==> src/rtl/lpd_pkg.sv <==
package lpd_pkg;
    typedef enum logic {
        ST_BODY  = 1'b0,
        ST_PULSE = 1'b1
    } line_state_t;
endpackage

==> src/rtl/lpd_line_counter.sv <==
module lpd_line_counter #(
    parameter int DIV_W   = 12,
    parameter int OFFSET  = 8,
    parameter int PULSE_W = 4
) (
    input  logic             clk,
    input  logic             rst_n,
    input  logic [DIV_W-1:0] div_value,
    input  logic             reload,
    output logic             pulse_o,
    output logic             line_start_o,
    output logic             pulse_end_o
);
    import lpd_pkg::*;

    localparam int CNT_W = $clog2((1 << DIV_W) + OFFSET);

    line_state_t      st, st_nxt;
    logic [DIV_W-1:0] work_q;
    logic [CNT_W-1:0] cnt, cnt_nxt, last_cnt;

    assign last_cnt = CNT_W'(work_q) + CNT_W'(OFFSET - 1);

    // Next-state logic: T_PULSE_DONE, T_LINE_WRAP, T_RELOAD
    always_comb begin
        st_nxt  = st;
        cnt_nxt = cnt + 1'b1;
        if (reload) begin
            st_nxt  = ST_PULSE;                     // T_RELOAD
            cnt_nxt = '0;
        end else begin
            unique case (st)
                ST_PULSE: if (cnt == CNT_W'(PULSE_W - 1)) st_nxt = ST_BODY;  // T_PULSE_DONE
                ST_BODY:  if (cnt == last_cnt) begin                         // T_LINE_WRAP
                              st_nxt  = ST_PULSE;
                              cnt_nxt = '0;
                          end
            endcase
        end
    end

    // State register
    always_ff @(posedge clk or negedge rst_n) begin
        if (!rst_n) begin
            st     <= ST_PULSE;
            cnt    <= '0;
            work_q <= '1;
        end else begin
            st  <= st_nxt;
            cnt <= cnt_nxt;
            if (reload) work_q <= div_value;
        end
    end

    // Outputs
    always_comb begin
        pulse_o      = (st == ST_PULSE);
        line_start_o = (cnt == '0);
        pulse_end_o  = (st == ST_PULSE) && (st_nxt == ST_BODY);
    end

    p_cnt_in_line_r2: assert property (@(posedge clk) disable iff (!rst_n)
        cnt <= last_cnt);
    p_pulse_span_r3: assert property (@(posedge clk) disable iff (!rst_n)
        (st == ST_PULSE) == (cnt < CNT_W'(PULSE_W)));
    p_work_hold_r4: assert property (@(posedge clk) disable iff (!rst_n)
        !reload |=> $stable(work_q));
    p_reload_restart_r4: assert property (@(posedge clk) disable iff (!rst_n)
        reload |=> (cnt == '0 && st == ST_PULSE));
endmodule

==> src/rtl/lpd_half_rate.sv <==
module lpd_half_rate (
    input  logic clk,
    input  logic rst_n,
    input  logic realign,
    input  logic inv,
    output logic half_o
);
    logic half_q;

    always_ff @(posedge clk or negedge rst_n) begin
        if (!rst_n)       half_q <= 1'b0;
        else if (realign) half_q <= 1'b0;
        else              half_q <= ~half_q;
    end

    assign half_o = half_q ^ inv;

    p_half_toggle_r5: assert property (@(posedge clk) disable iff (!rst_n)
        !realign |=> (half_q != $past(half_q)));
endmodule

==> src/rtl/lpd_fb_select.sv <==
module lpd_fb_select (
    input  logic clk,
    input  logic rst_n,
    input  logic fb_sel,
    input  logic fb_pol,
    input  logic ext_fb,
    input  logic line_start,
    output logic fb_edge
);
    logic ext_prev, ext_rise, ext_fall;

    always_ff @(posedge clk or negedge rst_n) begin
        if (!rst_n) ext_prev <= 1'b0;
        else        ext_prev <= ext_fb;
    end

    always_comb begin
        ext_rise = ext_fb & ~ext_prev;
        ext_fall = ~ext_fb & ext_prev;
        if (fb_sel) fb_edge = fb_pol ? ext_fall : ext_rise;
        else        fb_edge = line_start;
    end

    p_ext_edge_single_r9: assert property (@(posedge clk) disable iff (!rst_n)
        (fb_sel && fb_edge) |=> (!fb_edge || !fb_sel || (fb_pol != $past(fb_pol))));
endmodule

==> src/rtl/line_period_divider.sv <==
module line_period_divider #(
    parameter int DIV_W   = 12,
    parameter int LO_W    = 8,
    parameter int OFFSET  = 8,
    parameter int PULSE_W = 4
) (
    input  logic                  clk,
    input  logic                  rst_n,
    input  logic [LO_W-1:0]       div_lo,
    input  logic [DIV_W-LO_W-1:0] div_hi,
    input  logic                  reload,
    input  logic                  sync_sel,
    input  logic                  sync_in,
    input  logic                  fb_sel,
    input  logic                  fb_pol,
    input  logic                  ext_fb,
    input  logic                  half_inv,
    output logic                  sync_out,
    output logic                  half_clk,
    output logic                  fb_edge
);
    logic regen_pulse, line_start, pulse_end;

    lpd_line_counter #(
        .DIV_W  (DIV_W),
        .OFFSET (OFFSET),
        .PULSE_W(PULSE_W)
    ) u_count (
        .clk         (clk),
        .rst_n       (rst_n),
        .div_value   ({div_hi, div_lo}),
        .reload      (reload),
        .pulse_o     (regen_pulse),
        .line_start_o(line_start),
        .pulse_end_o (pulse_end)
    );

    lpd_half_rate u_half (
        .clk    (clk),
        .rst_n  (rst_n),
        .realign(pulse_end),
        .inv    (half_inv),
        .half_o (half_clk)
    );

    lpd_fb_select u_fb (
        .clk       (clk),
        .rst_n     (rst_n),
        .fb_sel    (fb_sel),
        .fb_pol    (fb_pol),
        .ext_fb    (ext_fb),
        .line_start(line_start),
        .fb_edge   (fb_edge)
    );

    assign sync_out = sync_sel ? sync_in : regen_pulse;

    p_line_edge_single_r8: assert property (@(posedge clk) disable iff (!rst_n)
        (!fb_sel && fb_edge && !reload) |=> (fb_sel || !fb_edge));
endmodule

==> config.mk <==
export PLATFORM = sky130hd
export DESIGN_NAME = line_period_divider
export DESIGN_NICKNAME = d
export VERILOG_FILES = /design/src/rtl/lpd_pkg.sv /design/src/rtl/lpd_line_counter.sv /design/src/rtl/lpd_half_rate.sv /design/src/rtl/lpd_fb_select.sv /design/src/rtl/line_period_divider.sv
export SDC_FILE = /design/constraint.sdc
export NUM_CORES = 1
export LEC_CHECK = 0
export BUFFER_PORTS_ARGS = -buffer_cell sky130_fd_sc_hd__buf_4
export CAP_MARGIN = 10
export CORE_AREA = 2 2 84 86
export CTS_CLUSTER_DIAMETER = 200
export DETAILED_ROUTE_END_ITERATION = 12
export DIE_AREA = 0 0 86 88
export SYNTH_ARGS = -nofsm -noshare
export SYNTH_HDL_FRONTEND = slang
export SYNTH_HIERARCHICAL = 1
export SYNTH_SLANG_ARGS = --single-unit
==> constraint.sdc <==
create_clock -name clk -period 6.13 [get_ports clk]
set_input_delay 1.226 -clock clk [delete_from_list [all_inputs] [get_ports clk]]
set_output_delay 1.226 -clock clk [all_outputs]
set_load 0.02 [all_outputs]
==> metrics.csv, run 1 <==
stage,metric,value,unit
drt,drtPass1Iterations,4,
floorplan,die_w,86,µm
drt,drc_errors,0,
finish,finish.utilization,29.7,%
sta,finalSetupTns,0,ns
synth,syn_nets,189,
cts,postCtsResizedCells,0,
worst_setup_path,cp.required,4.90,ns
drt,wl_per_cell,12.2,µm
worst_setup_path,arrival,2.02,ns
cts,cts_buffers,3,
synth,synth_area_leaders,"dfrtp_1 (22%), dfstp_2 (20%), xnor2_1 (9.4%)",
cts,cts_tree,yes,
cts,cts_setup_buffers,0,
synth,syn_area,1680,µm²
worst_setup_path,crit_chain,buf_4 -> or3b_1 -> a31oi_1 -> buf_4,
flow_run,maxCapViolCount,0,
floorplan,row_count,30,
synth,synth_cell_types,42,
floorplan,dieArea,7570,µm²
power,vdd_drop_max,0.0752,mV
drt,drtAntennaViolNets,0,
worst_setup_path,worst_path_most_repeated_cell,buf_4,
drt,finalWirelength,3270,µm
cts,cts_root_buffer,clkbuf_8,
hold_path,hp-class,reg -> reg,
worst_setup_path,critPathSlowestCell,or3b_1,
power,finalPower,0.423,mW
synth,synthMuxAreaShare,8.22,%
global_route,met2_usage,15.9,%
sta,fmax,308,MHz
cts,cts_buffer_depth,2,
floorplan,chipHeight,88,µm
power,p_switching,0.117,mW
drt,drtIter0Drc,37,
global_route,met1_usage,11.3,%
synth,ys_seq_area_share,42.8,%
cts,clkSinkCount,28,
synth,synth_top_area_share,22.4,%
finish,fillers,670,
synth,postSynthAreaPerCell,10.2,µm²
global_route,grt_pass1_wl,5640,µm
sta,slew_viol_final,0,
floorplan,core_area,6640,µm²
placed_design,dpl.hpwl,2440,µm
synth,synth-compound-area-share,10.5,%
sta,final_hold_viol_count,0,
floorplan,initial_core_util,25.2,%
global_route,gr-total-overflow,0,
synth,synth.largest_area_cell,dfrtp_1,
sta,fin_crit_sh,53.0,%
placed_design,gp_congestion,0.747,
power,clkPwrFrac,27.8,%
synth,synth_edf_count,0,
synth,synthAdderAreaFrac,2.24,%
finish,final_common_cell,buf_4,
power,netSwitchingFraction,27.6,%
cts,cts_max_level,1,
global_route,grt_max_degree,29,
power,leakage,0.804,nW
synth,yosys_register_bits,28,
synth,yosys.area_share.simple,18.4,%
synth,syn-instance-count,165,
power,intPower,0.306,mW
cts,hold_buffers,0,
finish,final_layout_size_suffix_gt1_share,31.6,%
power,power_density,214,nW/µm²
sta,layout_min_cycle_time,3.25,ns
worst_setup_path,worstPathMaxFanout,2,
drt,routed_via_density,4.72,
global_route,grt.total_usage,9.41,%
sta,slew_headroom,64.6,%
worst_setup_path,path_class,in -> out,
sta,rsz0062_at_grt,no,
synth,synth_xor_xnor_area_share,14.6,%
synth,ys_warn_count,6,
finish,syn2layout_area_growth,17.9,%
synth,asyncSetResetFlopFracSynth,100,%
drt,routed-via-count,1261,
worst_setup_path,crit_family,simple AND/OR/NAND/NOR gates,
placed_design,io_buffers,23,
finish,final_cell_mix,"buf_4 (23), nor2_1 (19), xnor2_1 (18), dfrtp_1 (15), dfstp_2 (13)",
synth,synth_ff_type,dfrtp_1,
sta,skew,0.00322,ns
sta,final-setup-viol-count,0,
floorplan,io_pins,24,
global_route,grt_pass1_vias,1251,
worst_setup_path,start_kind,input pin,
run_status,run_status,completed,
cts,clock_latency,0.28,ns
global_route,met3_usage,2.36,%
sta,worst_pin_slew,0.531,ns
finish,nets,212,
global_route,busiest_layer,met2,
cts,clkTransAtPathRegs,0.10,ns
worst_setup_path,critPathBufInv,2,
worst_setup_path,endpoint_kind,output port,
worst_setup_path,cpPeakStageDelay,0.36,ns
synth,synth_top_family_by_area,simple AND/OR/NAND/NOR gates,
power,combPwrFrac,19.7,%
global_route,antenna_found_initial,0,
worst_setup_path,rrSetupSlack,3.64,ns
finish,antenna_cells,0,
power,p_seq_share,52.5,%
-- area by class of cell --
| type | instances | area, µm² | area share, % |
|---|---|---|---|
| multi-input combinational | 125 | 905 | 45.8 |
| sequential | 28 | 717 | 36.3 |
| timing repair buffer | 23 | 173 | 8.74 |
| tap | 80 | 100 | 5.07 |
| clock buffer | 4 | 55.1 | 2.79 |
| inverter | 7 | 26.3 | 1.33 |
-- cell families after synthesis --
kind of cell	after synthesis
and+or+nand+nor	59
xor gates and xnor gates	28
DFF	28
AOI/OAI and AO/OA	23
buffers and inverters	12
muxes	12
adders and majority gates	3
-- final timing paths --
path / start / to / cells past startpoint
hold / removal: u_half/half_q / u_half/half_q / 1
min in group asynchronous: rst_n / u_fb/ext_prev / 1
hold reg to reg: u_half/half_q / u_half/half_q / 1
max in group asynchronous: rst_n / u_count/work_q[3] / 1
setup / recovery: fb_pol / fb_edge / 4
setup reg to reg: u_count/work_q[0] / u_count/cnt[10] / 8
-- state kept, by name, indices dropped and copies added (netlist names) --
name and count:
u_count/work_q 12, u_count/cnt 13, u_fb/ext_prev 1, u_count/pulse_o 1, u_half/half_q 1
-- cell usage after synthesis, types with 2 or more instances --
library cell	n
a21o_2	2
a21oi_1	4
a41oi_1	2
and3_1	4
clkbuf_1	3
dfrtp_1	15
dfstp_2	13
ha_1	3
inv_1	7
mux2_2	10
nand2_1	10
nand3_1	6
nand3b_1	2
nor2_1	19
nor3_1	3
nor3b_1	2
nor4_1	4
o21ai_0	6
xnor2_1	18
xor2_1	10
-- worst reg2reg max path: stages, from the launching register on --
cell       delay [ns]
dfstp_2          0.59
inv_1            0.07
ha_1             0.24
nor2b_1          0.22
nor4_1           0.33
xor2_1           0.13
a2111oi_2        0.30
a41o_2           0.41
nor2_1           0.09
-- per-layer routing --
metal	share of wire (%)	vias to the layer above
met2	49	15
met3	2.3	6
met4	1.8	0
met5	0	-
li1	-	625
met1	46	615
-- stage by stage --
stage	cells	area [µm²]	hold slack [ns]	setup slack, ns
floorplan	165	1680	0.423	2.91
global placement	263	1920	0.440	2.89
detailed placement	263	1920	0.446	2.87
CTS	267	1980	0.457	2.87
global route	267	1980	0.488	2.74
finish	267	1980	0.452	2.88
-- power groups by stage --
stage | Combinational (mW) | Sequential (mW) | Clock [mW]
after floorplan | 0.0606 | 0.219 | 0
after global placement | 0.0835 | 0.225 | 0
after detailed placement | 0.0843 | 0.226 | 0
after CTS | 0.0848 | 0.222 | 0.122
after global routing | 0.0932 | 0.225 | 0.128
final | 0.0833 | 0.222 | 0.118
Note: power is estimated with default switching activity, not from simulation.
==> run 2, diff against run 1 <==
--- a/config.mk
+++ b/config.mk
@@ -5,12 +5,13 @@
 export SDC_FILE = /design/constraint.sdc
 export NUM_CORES = 1
 export LEC_CHECK = 0
+export ABC_AREA = 1
 export BUFFER_PORTS_ARGS = -buffer_cell sky130_fd_sc_hd__buf_4
 export CAP_MARGIN = 10
-export CORE_AREA = 2 2 84 86
+export CORE_AREA = 2 2 86 88
 export CTS_CLUSTER_DIAMETER = 200
 export DETAILED_ROUTE_END_ITERATION = 12
-export DIE_AREA = 0 0 86 88
+export DIE_AREA = 0 0 88 90
 export SYNTH_ARGS = -nofsm -noshare
 export SYNTH_HDL_FRONTEND = slang
 export SYNTH_HIERARCHICAL = 1
==> constraint.sdc (replaced) <==
create_clock -name clk -period 3 [get_ports clk]
set_input_delay 0.6 -clock clk [delete_from_list [all_inputs] [get_ports clk]]
set_output_delay 0.6 -clock clk [all_outputs]
set_load 0.02 [all_outputs]
==> run 2 against run 1 <==
Against the previous run:
- final cell count increased by 43%
- worst hold slack got worse by 0.23 ns
- combinational power increased by 110%
- global-route usage up 1.2 points
==> metrics.csv, run 2 <==
stage,metric,value,unit,change
run_status,run_status,completed,,
synth,synth_ff_type,dfrtp_1,,
worst_setup_path,start_kind,flip-flop,,
global_route,grt_pass1_vias,1563,,+25%
power,power_density,395,nW/µm²,+84%
synth,ys_seq_area_share,40.1,%,-2.7 points
worst_setup_path,worstPathMaxFanout,5,,+3
sta,final_hold_viol_count,0,,unchanged
placed_design,gp_congestion,0.832,,+11%
worst_setup_path,cp.required,2.40,ns,-2.50 ns
floorplan,core_area,7020,µm²,+5.7%
cts,cts_buffer_depth,2,,unchanged
floorplan,die_w,88,µm,+2.3%
cts,cts_max_level,1,,unchanged
finish,reg_top3,"u_count/cnt: 13 flops, u_count/work_q: 12 flops",,
worst_setup_path,path_class,reg -> out,,
sta,slew_headroom,76.2,%,+12 points
synth,ys_warn_count,6,,unchanged
finish,syn2layout_area_growth,17.8,%,
finish,regMostFlops,u_count/cnt,,
finish,largest_reg_flops,13,,unchanged
synth,synth_area_leaders,"dfrtp_1 (21%), dfstp_2 (19%), nand2_1 (17%)",,
worst_setup_path,reg2reg_to,u_count/cnt[5],,
sta,final-setup-viol-count,0,,unchanged
synth,yosysMostFrequentCell,nand2_1,,
cts,clkSinkCount,28,,unchanged
cts,cts_setup_buffers,0,,unchanged
synth,syn_area,1790,µm²,+6.7%
cts,postCtsResizedCells,0,,unchanged
placed_design,dpl.hpwl,3000,µm,+23%
sta,layout_min_cycle_time,2.28,ns,
drt,drtAntennaViolNets,0,,unchanged
synth,postSynthAreaPerCell,6.88,µm²,-32%
drt,routed-via-count,1609,,+28%
drt,drtIter0Drc,59,,+59%
cts,clkTransAtPathRegs,0.10,ns,about the same
drt,drtPass1Iterations,4,,unchanged
finish,final_common_cell,nand2_1,,
floorplan,chipHeight,90,µm,+2.3%
drt,routed_via_density,4.21,,-11%
finish,final_layout_size_suffix_gt1_share,17.0,%,-15 points
floorplan,initial_core_util,25.5,%,+0.25 points
sta,rsz0062_at_grt,no,,
hold_path,hp-class,in -> async,,
global_route,grt_max_degree,29,,unchanged
drt,drc_errors,0,,unchanged
floorplan,io_pins,24,,unchanged
flow_run,maxCapViolCount,0,,unchanged
power,finalPower,0.831,mW,+97%
global_route,antenna_found_initial,0,,unchanged
worst_setup_path,arrival,1.68,ns,-0.34 ns
drt,wl_per_cell,10.0,µm,-18%
drt,finalWirelength,3820,µm,+17%
floorplan,dieArea,7920,µm²,+4.7%
placed_design,io_buffers,23,,unchanged
synth,synth_common_cells,"nand2_1 (83), inv_1 (43), nor2_1 (32)",,
power,vdd_drop_max,0.196,mV,+160%
synth,syn_nets,284,,+50%
cts,cts_buffers,3,,unchanged
worst_setup_path,r2r-start,u_count/work_q[0],,
sta,finalSetupTns,0,ns,unchanged
synth,asyncSetResetFlopFracSynth,100,%,unchanged
cts,clock_latency,0.28,ns,about the same
cts,cts_tree,yes,,
worst_setup_path,reg2regPathDepth,12,,+4
finish,nets,308,,+45%
synth,synth_edf_count,0,,unchanged
sta,fin_crit_sh,76.2,%,
worst_setup_path,endpoint_kind,output port,,
sta,worst_pin_slew,0.357,ns,-0.173 ns
synth,synth.largest_area_cell,dfrtp_1,,
synth,syn-instance-count,260,,+58%
synth,synth_top_area_share,21.0,%,-1.4 points
power,leakage,1.06,nW,+32%
finish,final_cell_mix,"nand2_1 (83), inv_1 (43), nor2_1 (32), buf_4 (23), nand3_1 (22)",,
floorplan,row_count,31,,+3.3%
finish,antenna_cells,0,,unchanged
sta,fmax,438,MHz,
cts,cts_root_buffer,clkbuf_8,,
global_route,gr-total-overflow,0,,unchanged
synth,synth_cell_types,25,,-40%
synth,yosys_register_bits,28,,unchanged
cts,hold_buffers,0,,unchanged
global_route,grt_pass1_wl,6780,µm,+20%
sta,slew_viol_final,0,,unchanged
worst_setup_path,rrSetupSlack,0.95,ns,-2.69 ns
sta,skew,0.00409,ns,+0.000869 ns
global_route,grt.total_usage,10.6,%,+1.2 points
## run 2: cell types whose count changed in the layout (fill, tap and decap cells not counted), moves of 3 or more
cell     delta
nand2_1    +73
xnor2_1    -11
a21oi_1     -3
nor2_1     +13
mux2_2     -10
and3_1      -4
nand4_1     +4
o21ai_0     +6
inv_1      +36
xor2_1      -3
nand3_1    +16
## run 2: layout make-up
class                           count  area, µm²
Timing Repair Buffer               23        173
Fill cell                         782       4910
Sequential cell                    28        717
Inverter                           45        169
Clock buffer                        4       45.0
Tap cell                           99        124
Multi-Input combinational cell    183        878
## run 2: power breakdown
| part | switching (mW) | leakage [nW] | total, mW | internal (mW) |
|---|---|---|---|---|
| combinational | 0.105 | 0.699 | 0.179 | 0.0740 |
| sequential | 0.0229 | 0.339 | 0.438 | 0.415 |
| clock | 0.119 | 0.0228 | 0.214 | 0.0954 |
| total | 0.247 | 1.06 | 0.831 | 0.584 |
## run 2: through the flow
step | setup slack [ns] | area [µm²] | hold slack (ns) | utilization, % | cells
2_1_floorplan | 1.19 | 1790 | 0.304 | - | 260
3_3_place_gp | 0.987 | 2060 | 0.456 | 29.4 | 378
3_5_place_dp | 0.977 | 2060 | 0.457 | 29.4 | 378
6_report | 0.715 | 2110 | 0.217 | 30.0 | 382
4_1_cts | 0.673 | 2110 | 0.241 | 30.0 | 382
5_1_grt | 0.468 | 2110 | 0.245 | 30.0 | 382
## run 2: worst max-delay path, stage by stage (launching register included)
cell and delay (ns):
dfrtp_1 0.46, nor4_1 0.36, nand3_1 0.18, nor2_1 0.16, nand2_1 0.07, nand2_1 0.06, buf_4 0.13
## run 2: layer usage
layer | global-route usage, % | vias up | wire length (µm)
li1 | - | 839 | -
met1 | 13.1 | 741 | 1790
met2 | 17.9 | 25 | 1810
met3 | 2.94 | 4 | 163
met4 | 2.69 | 0 | 53
met5 | 0 | - | 0
## run 2: cells by family after synthesis
logic type                 synth area share (%)
xor gates and xnor gates                   6.86
adders and majority gates                  2.10
buffers and inverters                      10.8
and+or+nand+nor                            35.2
DFF                                        40.1
AOI/OAI and AO/OA                          4.97
## run 2: worst max-delay path by stage
stage | startpoint | to | slack (ns)
floorplan | u_count/work_q[0] | u_count/cnt[2] | 1.19
global placement | u_count/work_q[0] | u_count/cnt[10] | 0.99
detailed placement | u_count/work_q[0] | u_count/cnt[8] | 0.98
CTS | u_count/cnt[9] | fb_edge | 0.67
global route | u_count/cnt[7] | fb_edge | 0.47
finish | u_count/cnt[9] | fb_edge | 0.72
==> run 3, diff against run 2 <==
==> constraint.sdc (replaced) <==
create_clock -name clk -period 1.98 [get_ports clk]
set_input_delay 0.396 -clock clk [delete_from_list [all_inputs] [get_ports clk]]
set_output_delay 0.396 -clock clk [all_outputs]
set_load 0.02 [all_outputs]
==> run 3 against run 2 <==
Against the previous run:
- sequential power up 52%
- sequential cell count is the same
- via count is 3.9% higher
- first-iteration DRC count rose by 56%
- core utilization is 3.0 points higher
- critical path depth unchanged
- global-route usage grew 0.24 points
- register-to-register slack worse by 0.87 ns
- die area stayed put
- final cell count increased by 2.1%
- clock skew rose by 0.0019 ns
- largest cell class unchanged
==> metrics.csv, run 3 (synthesized netlist as in run 2, its figures left out) <==
stage,metric,value,unit,change
power,vdd_drop_max,0.315,mV,+61%
floorplan,io_pins,24,,unchanged
power,p_switching,0.407,mW,+65%
power,power_density,620,nW/µm²,+57%
finish,finish.utilization,33.0,%,+3.0 points
worst_setup_path,start_kind,flip-flop,,
worst_setup_path,endpoint_kind,output port,,
cts,clkTransAtPathRegs,0.10,ns,about the same
cts,cts_tree,yes,,
sta,skew,0.00600,ns,+0.00191 ns
power,intPower,1.03,mW,+76%
cts,clkSinkCount,28,,unchanged
sta,layout_min_cycle_time,1.92,ns,
power,p_seq_share,46.2,%,-6.5 points
finish,antenna_cells,0,,unchanged
finish,fin_cells,390,,+2.1%
floorplan,dieArea,7920,µm²,unchanged
flow_run,maxCapViolCount,0,,unchanged
global_route,grt_pass1_vias,1569,,+0.38%
worst_setup_path,reg2regPathDepth,13,,+1
worst_setup_path,path_class,reg -> out,,
cts,cts_buffer_depth,2,,unchanged
sta,final_hold_viol_count,0,,unchanged
sta,slew_viol_final,0,,unchanged
cts,cts_max_level,1,,unchanged
placed_design,place_inst,379,,+0.26%
placed_design,dpl.hpwl,3050,µm,+1.5%
placed_design,post-place-ws,-0.0656,ns,-1.04 ns
floorplan,initial_core_util,25.5,%,unchanged
floorplan,row_count,31,,unchanged
sta,rsz0062_at_grt,yes,,
worst_setup_path,worstPathMaxFanout,5,,unchanged
finish,regArea,724,µm²,+1.0%
worst_setup_path,cp.required,1.58,ns,-0.82 ns
sta,holdWs,0.0117,ns,-0.206 ns
sta,slew_headroom,75.8,%,-0.38 points
sta,finalWorstSetupSlack,0.0593,ns,-0.656 ns
sta,fmax,521,MHz,
cts,cts_buffers,3,,unchanged
finish,multi_input_comb_area,997,µm²,+14%
floorplan,core_area,7020,µm²,unchanged
drt,drtPass1Iterations,5,,+1
global_route,antenna_found_initial,0,,unchanged
power,clkPwrFrac,32.4,%,+6.7 points
finish,fillers,760,,-2.8%
power,combPwrFrac,21.4,%,-0.2 points
floorplan,die_w,88,µm,unchanged
floorplan,chipHeight,90,µm,unchanged
global_route,gr-total-overflow,0,,unchanged
worst_setup_path,r2r-start,u_count/work_q[0],,
placed_design,io_buffers,23,,unchanged
sta,final-setup-viol-count,0,,unchanged
drt,drtAntennaViolNets,0,,unchanged
global_route,grt_max_degree,29,,unchanged
sta,finalSetupTns,0,ns,unchanged
finish,largest_reg_flops,13,,unchanged
power,leakage,1.13,nW,+6.9%
run_status,run_status,completed,,
worst_setup_path,reg2reg_to,u_count/cnt[9],,
finish,syn2layout_area_growth,29.5,%,
placed_design,gp_congestion,0.822,,-1.2%
cts,hold_buffers,0,,unchanged
cts,clock_latency,0.28,ns,about the same
worst_setup_path,arrival,1.52,ns,-0.16 ns
global_route,grt.total_usage,10.8,%,+0.24 points
drt,finalWirelength,4290,µm,+12%
drt,drc_errors,0,,unchanged
drt,wl_per_cell,11.0,µm,+9.9%
cts,cts_root_buffer,clkbuf_8,,
sta,fin_crit_sh,97.0,%,
sta,worst_pin_slew,0.363,ns,+0.00572 ns
finish,final_cell_mix,"nand2_1 (83), inv_1 (40), buf_4 (29), nor2_1 (21), nand3_1 (19)",,
hold_path,hp-class,in -> async,,
finish,regMostFlops,u_count/cnt,,
drt,drtIter0Drc,92,,+56%
drt,routed_via_density,4.28,,+1.7%
finish,reg_top3,"u_count/cnt: 13 flops, u_count/work_q: 12 flops",,
finish,final_common_cell,nand2_1,,
power,netSwitchingFraction,28.4,%,-1.3 points
finish,nets,316,,+2.6%
worst_setup_path,rrSetupSlack,0.08,ns,-0.87 ns
drt,routed-via-count,1671,,+3.9%
global_route,grt_pass1_wl,6950,µm,+2.4%
finish,final_layout_size_suffix_gt1_share,28.5,%,+12 points
-- run 3: changes by cell type in the layout (fill, tap and decap cells not counted), moves of 3 or more --
| cell | previous run | this run |
|---|---|---|
| inv_2 | 2 | 5 |
| dfrtp_1 | 15 | 9 |
| nor2_1 | 32 | 21 |
| dfrtp_2 | 0 | 6 |
| nor2_2 | 1 | 11 |
| nand2_4 | 0 | 3 |
| nand3_1 | 22 | 19 |
| buf_4 | 23 | 29 |
| inv_1 | 43 | 40 |
-- run 3: routing by layer --
metal / track usage (%) / vias up / part of all wire, %
met5: 0 / - / 0
met4: 3.21 / 0 / 2.0
met3: 1.84 / 10 / 3.2
met2: 18.5 / 30 / 49
met1: 13.7 / 773 / 46
li1: - / 858 / -
-- run 3: cell type report --
class	instances	share of cell area, %
Clock buffer	3	1.78
Clock inverter	1	1.30
Inverter	45	7.30
Multi-Input combinational cell	184	43.1
Sequential cell	28	31.3
Tap cell	99	5.35
Timing Repair Buffer	30	9.89
-- run 3: timing repair --
item,in CTS,in global routing
setup endpoints to repair,14,16
hold endpoints to repair,0,0
gates resized for setup,10,25
cloned,1,0
pin swaps,2,11
buffers inserted,0,6
-- run 3: stage by stage --
step | area, µm² | power (mW)
after floorplan | 1790 | 0.846
after global placement | 2070 | 0.948
after detailed placement | 2070 | 0.952
after CTS | 2190 | 1.43
after global routing | 2310 | 1.52
final | 2310 | 1.44
-- run 3: power groups by stage --
stage	clock [mW]	combinational [mW]	sequential (mW)
global placement	0	0.276	0.673
CTS	0.478	0.286	0.665
global route	0.505	0.346	0.672
floorplan	0	0.182	0.664
detailed placement	0	0.278	0.674
finish	0.465	0.307	0.664
-- run 3: worst max-delay path: stages (launching register included) --
cell and delay [ns]:
dfrtp_2 0.47, nor4_4 0.28, nand3_2 0.14, nor2_4 0.13, nand2_1 0.05, nand2_1 0.06, buf_6 0.11
-- run 3: worst max-delay path by stage --
stage                           start              to  cells after the start
floorplan           u_count/work_q[0]  u_count/cnt[6]                     13
global placement    u_count/work_q[0]  u_count/cnt[3]                     12
detailed placement  u_count/work_q[0]  u_count/cnt[4]                     12
CTS                    u_count/cnt[7]         fb_edge                      6
global route        u_count/work_q[0]   u_half/half_q                     14
finish                 u_count/cnt[5]         fb_edge                      6
